`config.mk`:
```
export PLATFORM = sky130hd
export DESIGN_NAME = evc_event_counter
export DESIGN_NICKNAME = d
export VERILOG_FILES = /design/src/rtl/evc_pkg.sv /design/src/rtl/evc_edge_detect.sv /design/src/rtl/evc_counter.sv /design/src/rtl/evc_capture.sv /design/src/rtl/evc_event_counter.sv
export SDC_FILE = /design/constraint.sdc
export NUM_CORES = 1
export LEC_CHECK = 0
export BUFFER_PORTS_ARGS = -buffer_cell sky130_fd_sc_hd__buf_4
export CORE_AREA = 2 2 45 47
export CTS_CLUSTER_SIZE = 8
export DETAILED_ROUTE_END_ITERATION = 8
export DIE_AREA = 0 0 47 49
export PLACE_DENSITY = 0.78
export RECOVER_POWER = 25
export SYNTH_ARGS = -nofsm -noshare
export SYNTH_HDL_FRONTEND = slang
export SYNTH_HIERARCHICAL = 1
export SYNTH_SLANG_ARGS = --single-unit
```
`constraint.sdc`:
```
create_clock -name clk_i -period 3.9 [get_ports clk_i]
set_input_delay 0.585 -clock clk_i [delete_from_list [all_inputs] [get_ports clk_i]]
set_output_delay 0.585 -clock clk_i [all_outputs]
set_load 0.1 [all_outputs]
```
`src/rtl/evc_pkg.sv`:
```
package evc_pkg;
  localparam int unsigned CNT_W       = 8;
  localparam int unsigned SYNC_STAGES = 2;

  typedef logic [CNT_W-1:0] cnt_t;

  typedef enum logic [1:0] {
    ACT_HOLD  = 2'd0,
    ACT_INC   = 2'd1,
    ACT_CLEAR = 2'd2,
    ACT_STOP  = 2'd3
  } cnt_act_e;
endpackage

```
`src/rtl/evc_edge_detect.sv`:
```
module evc_edge_detect #(
  parameter int unsigned STAGES = evc_pkg::SYNC_STAGES
) (
  input  logic clk_i,
  input  logic rst_ni,
  input  logic async_i,
  output logic rise_o,
  output logic fall_o
);
  localparam int unsigned LAST = STAGES - 1;

  logic [STAGES-1:0] sync_q;
  logic              prev_q;

  generate
    if (STAGES == 1) begin : g_single
      always_ff @(posedge clk_i or negedge rst_ni) begin
        if (!rst_ni) sync_q <= '0;
        else         sync_q <= async_i;
      end
    end else begin : g_chain
      always_ff @(posedge clk_i or negedge rst_ni) begin
        if (!rst_ni) sync_q <= '0;
        else         sync_q <= {sync_q[STAGES-2:0], async_i};
      end
    end
  endgenerate

  always_ff @(posedge clk_i or negedge rst_ni) begin
    if (!rst_ni) prev_q <= 1'b0;
    else         prev_q <= sync_q[LAST];
  end

  assign rise_o = sync_q[LAST] & ~prev_q;
  assign fall_o = ~sync_q[LAST] & prev_q;
endmodule

```
`src/rtl/evc_counter.sv`:
```
module evc_counter
  import evc_pkg::*;
(
  input  logic clk_i,
  input  logic rst_ni,
  input  logic run_i,
  input  logic rise_i,
  input  logic fall_i,
  input  cnt_t cmp_i,
  output cnt_t cnt_o,
  output logic irq_o
);
  cnt_t     cnt_q;
  logic     irq_q;
  cnt_act_e act;

  // compare only at falling edge; increments cannot coincide with it
  always_comb begin
    if (!run_i)                          act = ACT_STOP;
    else if (fall_i && (cnt_q == cmp_i)) act = ACT_CLEAR;
    else if (rise_i)                     act = ACT_INC;
    else                                 act = ACT_HOLD;
  end

  always_ff @(posedge clk_i or negedge rst_ni) begin
    if (!rst_ni) begin
      cnt_q <= '0;
      irq_q <= 1'b0;
    end else begin
      irq_q <= (act == ACT_CLEAR);
      unique case (act)
        ACT_STOP,
        ACT_CLEAR: cnt_q <= '0;
        ACT_INC:   cnt_q <= cnt_q + cnt_t'(1);
        default:   cnt_q <= cnt_q;
      endcase
    end
  end

  assign cnt_o = cnt_q;
  assign irq_o = irq_q;


  a_r4_irq_single: assert property (@(posedge clk_i) disable iff (!rst_ni)
    irq_q |=> !irq_q);

  a_r3_irq_needs_fall: assert property (@(posedge clk_i) disable iff (!rst_ni)
    $rose(irq_q) |-> $past(fall_i) && $past(run_i));

  a_r3_clear_on_match: assert property (@(posedge clk_i) disable iff (!rst_ni)
    run_i && fall_i && (cnt_q == cmp_i) |=> (cnt_q == '0) && irq_q);

  a_r2_step_on_rise: assert property (@(posedge clk_i) disable iff (!rst_ni)
    run_i && rise_i |=> cnt_q == $past(cnt_q) + cnt_t'(1));

  a_r6_stopped_zero: assert property (@(posedge clk_i) disable iff (!rst_ni)
    !run_i |=> (cnt_q == '0) && !irq_q);

  a_r3_idle_stable: assert property (@(posedge clk_i) disable iff (!rst_ni)
    run_i && !rise_i && !fall_i |=> $stable(cnt_q));
endmodule

```
`src/rtl/evc_capture.sv`:
```
module evc_capture
  import evc_pkg::*;
(
  input  logic clk_i,
  input  logic rst_ni,
  input  logic en_i,
  input  cnt_t cnt_i,
  output cnt_t cap_o
);
  cnt_t cap_q;

  always_ff @(posedge clk_i or negedge rst_ni) begin
    if (!rst_ni)   cap_q <= '0;
    else if (en_i) cap_q <= cnt_i;
  end

  assign cap_o = cap_q;


  a_r8_track: assert property (@(posedge clk_i) disable iff (!rst_ni)
    en_i |=> cap_q == $past(cnt_i));

  a_r8_hold: assert property (@(posedge clk_i) disable iff (!rst_ni)
    !en_i |=> $stable(cap_q));
endmodule

```
`src/rtl/evc_event_counter.sv`:
```
module evc_event_counter
  import evc_pkg::*;
(
  input  logic             clk_i,
  input  logic             rst_ni,
  input  logic             run_i,
  input  logic             event_i,
  input  logic             cap_en_i,
  input  logic [CNT_W-1:0] cmp_i,
  output logic [CNT_W-1:0] cap_o,
  output logic             irq_o
);
  logic rise, fall;
  cnt_t cnt;

  evc_edge_detect #(.STAGES(SYNC_STAGES)) u_edge (
    .clk_i   (clk_i),
    .rst_ni  (rst_ni),
    .async_i (event_i),
    .rise_o  (rise),
    .fall_o  (fall)
  );

  evc_counter u_cnt (
    .clk_i  (clk_i),
    .rst_ni (rst_ni),
    .run_i  (run_i),
    .rise_i (rise),
    .fall_i (fall),
    .cmp_i  (cmp_i),
    .cnt_o  (cnt),
    .irq_o  (irq_o)
  );

  evc_capture u_cap (
    .clk_i  (clk_i),
    .rst_ni (rst_ni),
    .en_i   (cap_en_i),
    .cnt_i  (cnt),
    .cap_o  (cap_o)
  );


  a_r1_irq_quiet_in_reset: assert property (@(posedge clk_i)
    !rst_ni |-> !irq_o);
endmodule

```
# Word level (Yosys, flattened, before mapping)
# Index checks and enable logic that the tools add are counted.
# Widths: inputs -> output; s select.
# classes
mux	4
addsub	1
n_bitwise	4
eq_ne	4
reduce_logical	3
# ops
cell	count
$pmux 8 s2	1
$add 8x1->8 const B	1
$eq 8x8->1	1
$eq 2x2->1 const B	2
$mux 2	2
$and 1x1->1	2
$eq 2x1->1 const B	1
$not 1->1	2
$reduce_bool 2->1	1
$reduce_or 2->1	1
$logic_and 1x1->1	1
$mux 1	1
# word_totals
elab_cells	21
output_inout_bits	9
in_bits	13
register_bits	20

# Logic depth before layout (Yosys ltp)
# depth
ltp_word	8
depth_mapped	6
mapped_depth_nobuf	5

# Modules after synthesis
# The synthesis kept the hierarchy.
# by_module_without_submodules
mod	seq_area_each_um2	instances	area_each_um2	cells_per_inst
evc_counter	225.2	1	528.0	56
evc_capture	200.2	1	331.6	17
evc_edge_detect	75.1	1	90.1	5

# Worst setup path after synthesis
# Ideal clock, no wire load.
# synth_path
path_type	register -> output
start	register u_cap.cap_q[0], in the netlist u_cap/cap_o[0]
end	output cap_o[0]
required_time_ns	3.315
slack_ns	2.417
arrival_ns	0.898
path_buffers	0
path_stages_with_launch	1
path_cell_list	dfrtp_1
# synth_lines
element	line_no	text
from (decl)	evc_capture.sv:10	cnt_t cap_q;
from (signal assigned)	evc_capture.sv:14	else if (en_i) cap_q <= cnt_i;
to (decl)	evc_event_counter.sv:10	output logic [CNT_W-1:0] cap_o,
# No word-level cell between the ends.

# Worst setup path after layout
# layout_path
start	register u_edge.sync_q[1]
end	register u_cnt.cnt_q[7], in the netlist u_cnt/cnt_o[7]
# layout_between
elab_cells_between_ends	13
classes_between	eq/ne: 3; mux: 4; bitwise: 3; reduce/logical: 3
# layout_lines
element	line_no	text
from (decl)	evc_edge_detect.sv:12	logic [STAGES-1:0] sync_q;
from (signal assigned)	evc_edge_detect.sv:24	else sync_q <= {sync_q[STAGES-2:0], async_i};
$and 1x1->1 *	evc_edge_detect.sv:34	assign rise_o = sync_q[LAST] & ~prev_q;
net rise	evc_event_counter.sv:13	logic rise, fall;
$mux 1 *	evc_counter.sv:21	else if (rise_i) act = ACT_INC;
$mux 2 *	evc_counter.sv:20	else if (fall_i && (cnt_q == cmp_i)) act = ACT_CLEAR;
$mux 2 *	evc_counter.sv:19	if (!run_i) act = ACT_STOP;
$eq 2x2->1	evc_counter.sv:31	unique case (act)
$reduce_or 2->1	evc_counter.sv:31	
$pmux 8 s2 or $reduce_bool 2->1 (tied branches)	--	
to (signal assigned)	evc_counter.sv:34	ACT_INC: cnt_q <= cnt_q + cnt_t'(1);
to (signal assigned)	evc_counter.sv:35	default: cnt_q <= cnt_q;
to (decl)	evc_counter.sv:13	cnt_t cnt_q;
# Mark *: on every way through the listed nets, which the timed path passes. The rest lies on a longest branch.
# A chain may end at the register's enable or synchronous reset.

==> summary.md <==
| Metric | Value |
|---|---|
| Layout Nets | 116 |
| Hold Buf Count CTS | 0 |
| Vias per cell | 5.070 |
| First-pass DRT Iterations | 4 |
| Flops & latches, synth | 20 |
| Crit path DAT | 1.88 ns |
| Hold/Removal Path Class | register to register |
| Worst path cell trace | nor2b_1 -> nand4_1 -> nor3_1 -> xnor2_1 -> nor2_1 |
| Antenna-violating nets left | 0 |
| Initial Utilization | 0.5156 |
| Worst path slowest cell | nor2b_1 |
| Buf/Inv on CP | 0 |
| Critical path class | register to register |
| I/O Buffers | 21 |
| Mapped Area | 949.7 µm² |
| Final hold slack | 0.3706 ns |
| Layout area overhead | 21.61% |
| Fill cell count | 155 |
| Xor/xnor share of the synthesized area | 0.1199 |
| Root Buffer | clkbuf_4 |
| RSZ-0062 raised after global routing | no |
| Syn_nets | 92 |
| Cell count after synthesis | 78 |
| Clock skew | 0.001748 ns |
| Clock Latency Late Sink | 0.30 ns |
| Dominant cell type by area after synthesis | dfrtp_1 |
| DR DRC count | 0 |
| CTS Sinks | 20 |
| IO Pins | 22 |
| Synth Area in Adders | 0.01318 |
| Number of global-route vias before repair | 686 |
| Relative slew slack | 0.3206 |
| GRT overflow | 0 |
| Final Max Tran Viols | 0 |
| CP top delay family | simple AND/OR/NAND/NOR gates |
| Die extent in x | 47 µm |
| Worst Path Required | 4.08 ns |
| YS warnings | 6 |
| Fmax | 587.4 MHz |
| Clk buf depth | 2 |
| Run status | finished clean |
| Most frequent cells in the layout | buf_4 (20), dfrtp_1 (20), xnor2_1 (12), nor2_1 (10), mux2_4 (8) |
| Post-CTS setup buffer count | 0 |
| VDD IR max | 173.2 µV |
| CTS tree | yes |
| Mux cell area share after synthesis | 0.1370 |
| Drt wl/cell | 12.91 µm |
| Final setup violation count | 0 |
| Max-cap viol count | 0 |
| Final min period | 1.703 ns |
| Post-DP HPWL | 1201 µm |
| H-Tree Level Count | 1 |
| TritonCTS Buffers | 3 |
| Leak | 0.5379 nW |
| Worst-path clk slew | 0.10 ns |
| Max incr delay on CP | 0.47 ns |
| Avg Inst Size Synth | 12.18 µm² |
| CP Max Fanout | 7 |
| Post-Route WL | 1652 µm |
| Core area | 1842 µm² |
| Worst Max-Slew Pin Slew | 1.019 ns |
| GRT Total Usage | 0.1754 |
| Row cnt | 16 |
| Setup TNS | 0 ns |
| Initial antenna violation count | 0 |
| Startpoint class of the critical path | register |
| Post-synth cell types | 21 |
| Routability cong. | 0.7342 |
| Seq/Total Area, Yosys | 0.5270 |
| Die Area | 2303 µm² |
| Pwr dens | 333.5 nW/µm² |
| Final period utilization | 0.4365 |
| Pin count of the biggest net entering global routing | 21 |
| Post-synthesis compound-gate area fraction | 0.04743 |
| Layout cells sized above 1 | 0.3366 |
| Routed via count | 649 |
| First-pass GRT wire length | 2863 µm |
| Final Hold Vio Count | 0 |
| Dominant cells by area after synthesis | dfrtp_1 (53%), mux2_4 (13%), xnor2_1 (11%), nor2_1 (4.0%), o31ai_4 (2.2%) |
| Setup crit end kind | register |
| Largest family of logic cells by synthesized area | multiplexers |
| Chip height | 49 µm |
| # diodes | 0 |
| Simple logic cell fraction of the synthesized area | 0.1238 |
| Share of the synthesized area in the top cell type | 0.5270 |
| Post-cts sizing count | 0 |
| Initial DRC Count | 10 |
[cell usage after synthesis]
master   count
and2b_2      1
mux2_4       8
buf_6        1
mux2i_1      1
nor3_1       2
o21ai_0      2
xnor2_1     12
xor2_1       1
dfrtp_1     20
o31a_1       1
ha_1         1
buf_4        1
a21oi_1      1
nor2_1      10
nor2b_1      2
nand3_1      3
inv_1        3
nor4_1       1
nand2_1      4
o31ai_4      1
nand4_1      2
[path summary, 6_finish.rpt]
path	cells past startpoint	slack, ns	end	start
min in group asynchronous	1	0.43	u_cap/cap_o[4]$_DFFE_PN0P_	rst_ni
hold reg to reg	0	0.37	u_edge/sync_q[1]$_DFF_PN0_	u_edge/sync_q[0]$_DFF_PN0_
setup / recovery	5	2.20	u_cnt/cnt_o[7]$_DFFE_PN0P_	u_edge/sync_q[1]$_DFF_PN0_
max in group asynchronous	1	2.86	u_cnt/cnt_o[0]$_DFFE_PN0P_	rst_ni
hold / removal	0	0.37	u_edge/sync_q[1]$_DFF_PN0_	u_edge/sync_q[0]$_DFF_PN0_
setup reg to reg	5	2.20	u_cnt/cnt_o[7]$_DFFE_PN0P_	u_edge/sync_q[1]$_DFF_PN0_
[sequential cells by signal (all words and copies together) (netlist names)]
name           cells
u_cap/cap_o        8
u_cnt/cnt_o        8
u_cnt/irq_o        1
u_edge/prev_q      1
u_edge/sync_q      2
[cell type report]
| type | instances | area [µm²] | share of cell area |
|---|---|---|---|
| Sequential cell | 20 | 500.5 | 0.4334 |
| Multi-Input combinational cell | 53 | 419.2 | 0.3629 |
| Timing Repair Buffer | 21 | 153.9 | 0.1333 |
| Clock buffer | 4 | 36.28 | 0.03142 |
| Tap cell | 27 | 33.78 | 0.02925 |
| Inverter | 3 | 11.26 | 0.009751 |
[where the power goes]
part	switching [mW]	internal (mW)
combinational	0.0312	0.0209
clock	0.0605	0.0569
sequential	0.00387	0.212
total	0.0955	0.290
[worst reg2reg max path, cell delays in order (launching register included)]
cell     delay (ns)
dfrtp_1        0.36
nor2b_1        0.47
nand4_1        0.27
nor3_1         0.28
xnor2_1        0.15
nor2_1         0.05
[logic make-up (layout without fill, tap and decap cells)]
group,Yosys count,after routing
simple gates,25,25
flops,20,20
xor+xnor,13,13
mux,9,9
compound gates,5,5
buf+inv,5,28
fa+ha+maj,1,1
[stage by stage]
step                area [µm²]  cells  total power, mW  setup WS (ns)  utilization
floorplan                949.7     78           0.2529          2.417            -
global placement          1122    124           0.2711          2.244       0.6094
finish                    1155    128           0.3852          2.197       0.6270
detailed placement        1122    124           0.2727          2.209       0.6094
global route              1155    128           0.4038          2.011       0.6270
CTS                       1159    128           0.3919          2.204       0.6291
[routing by layer]
metal	global-route usage	up-vias	wire, µm
li1	-	310	-
met1	0.2072	319	694
met2	0.2831	16	853
met3	0.02593	4	69
met4	0.1111	0	34
met5	0	-	0
No activity file was read; power rests on OpenSTA's default activity.
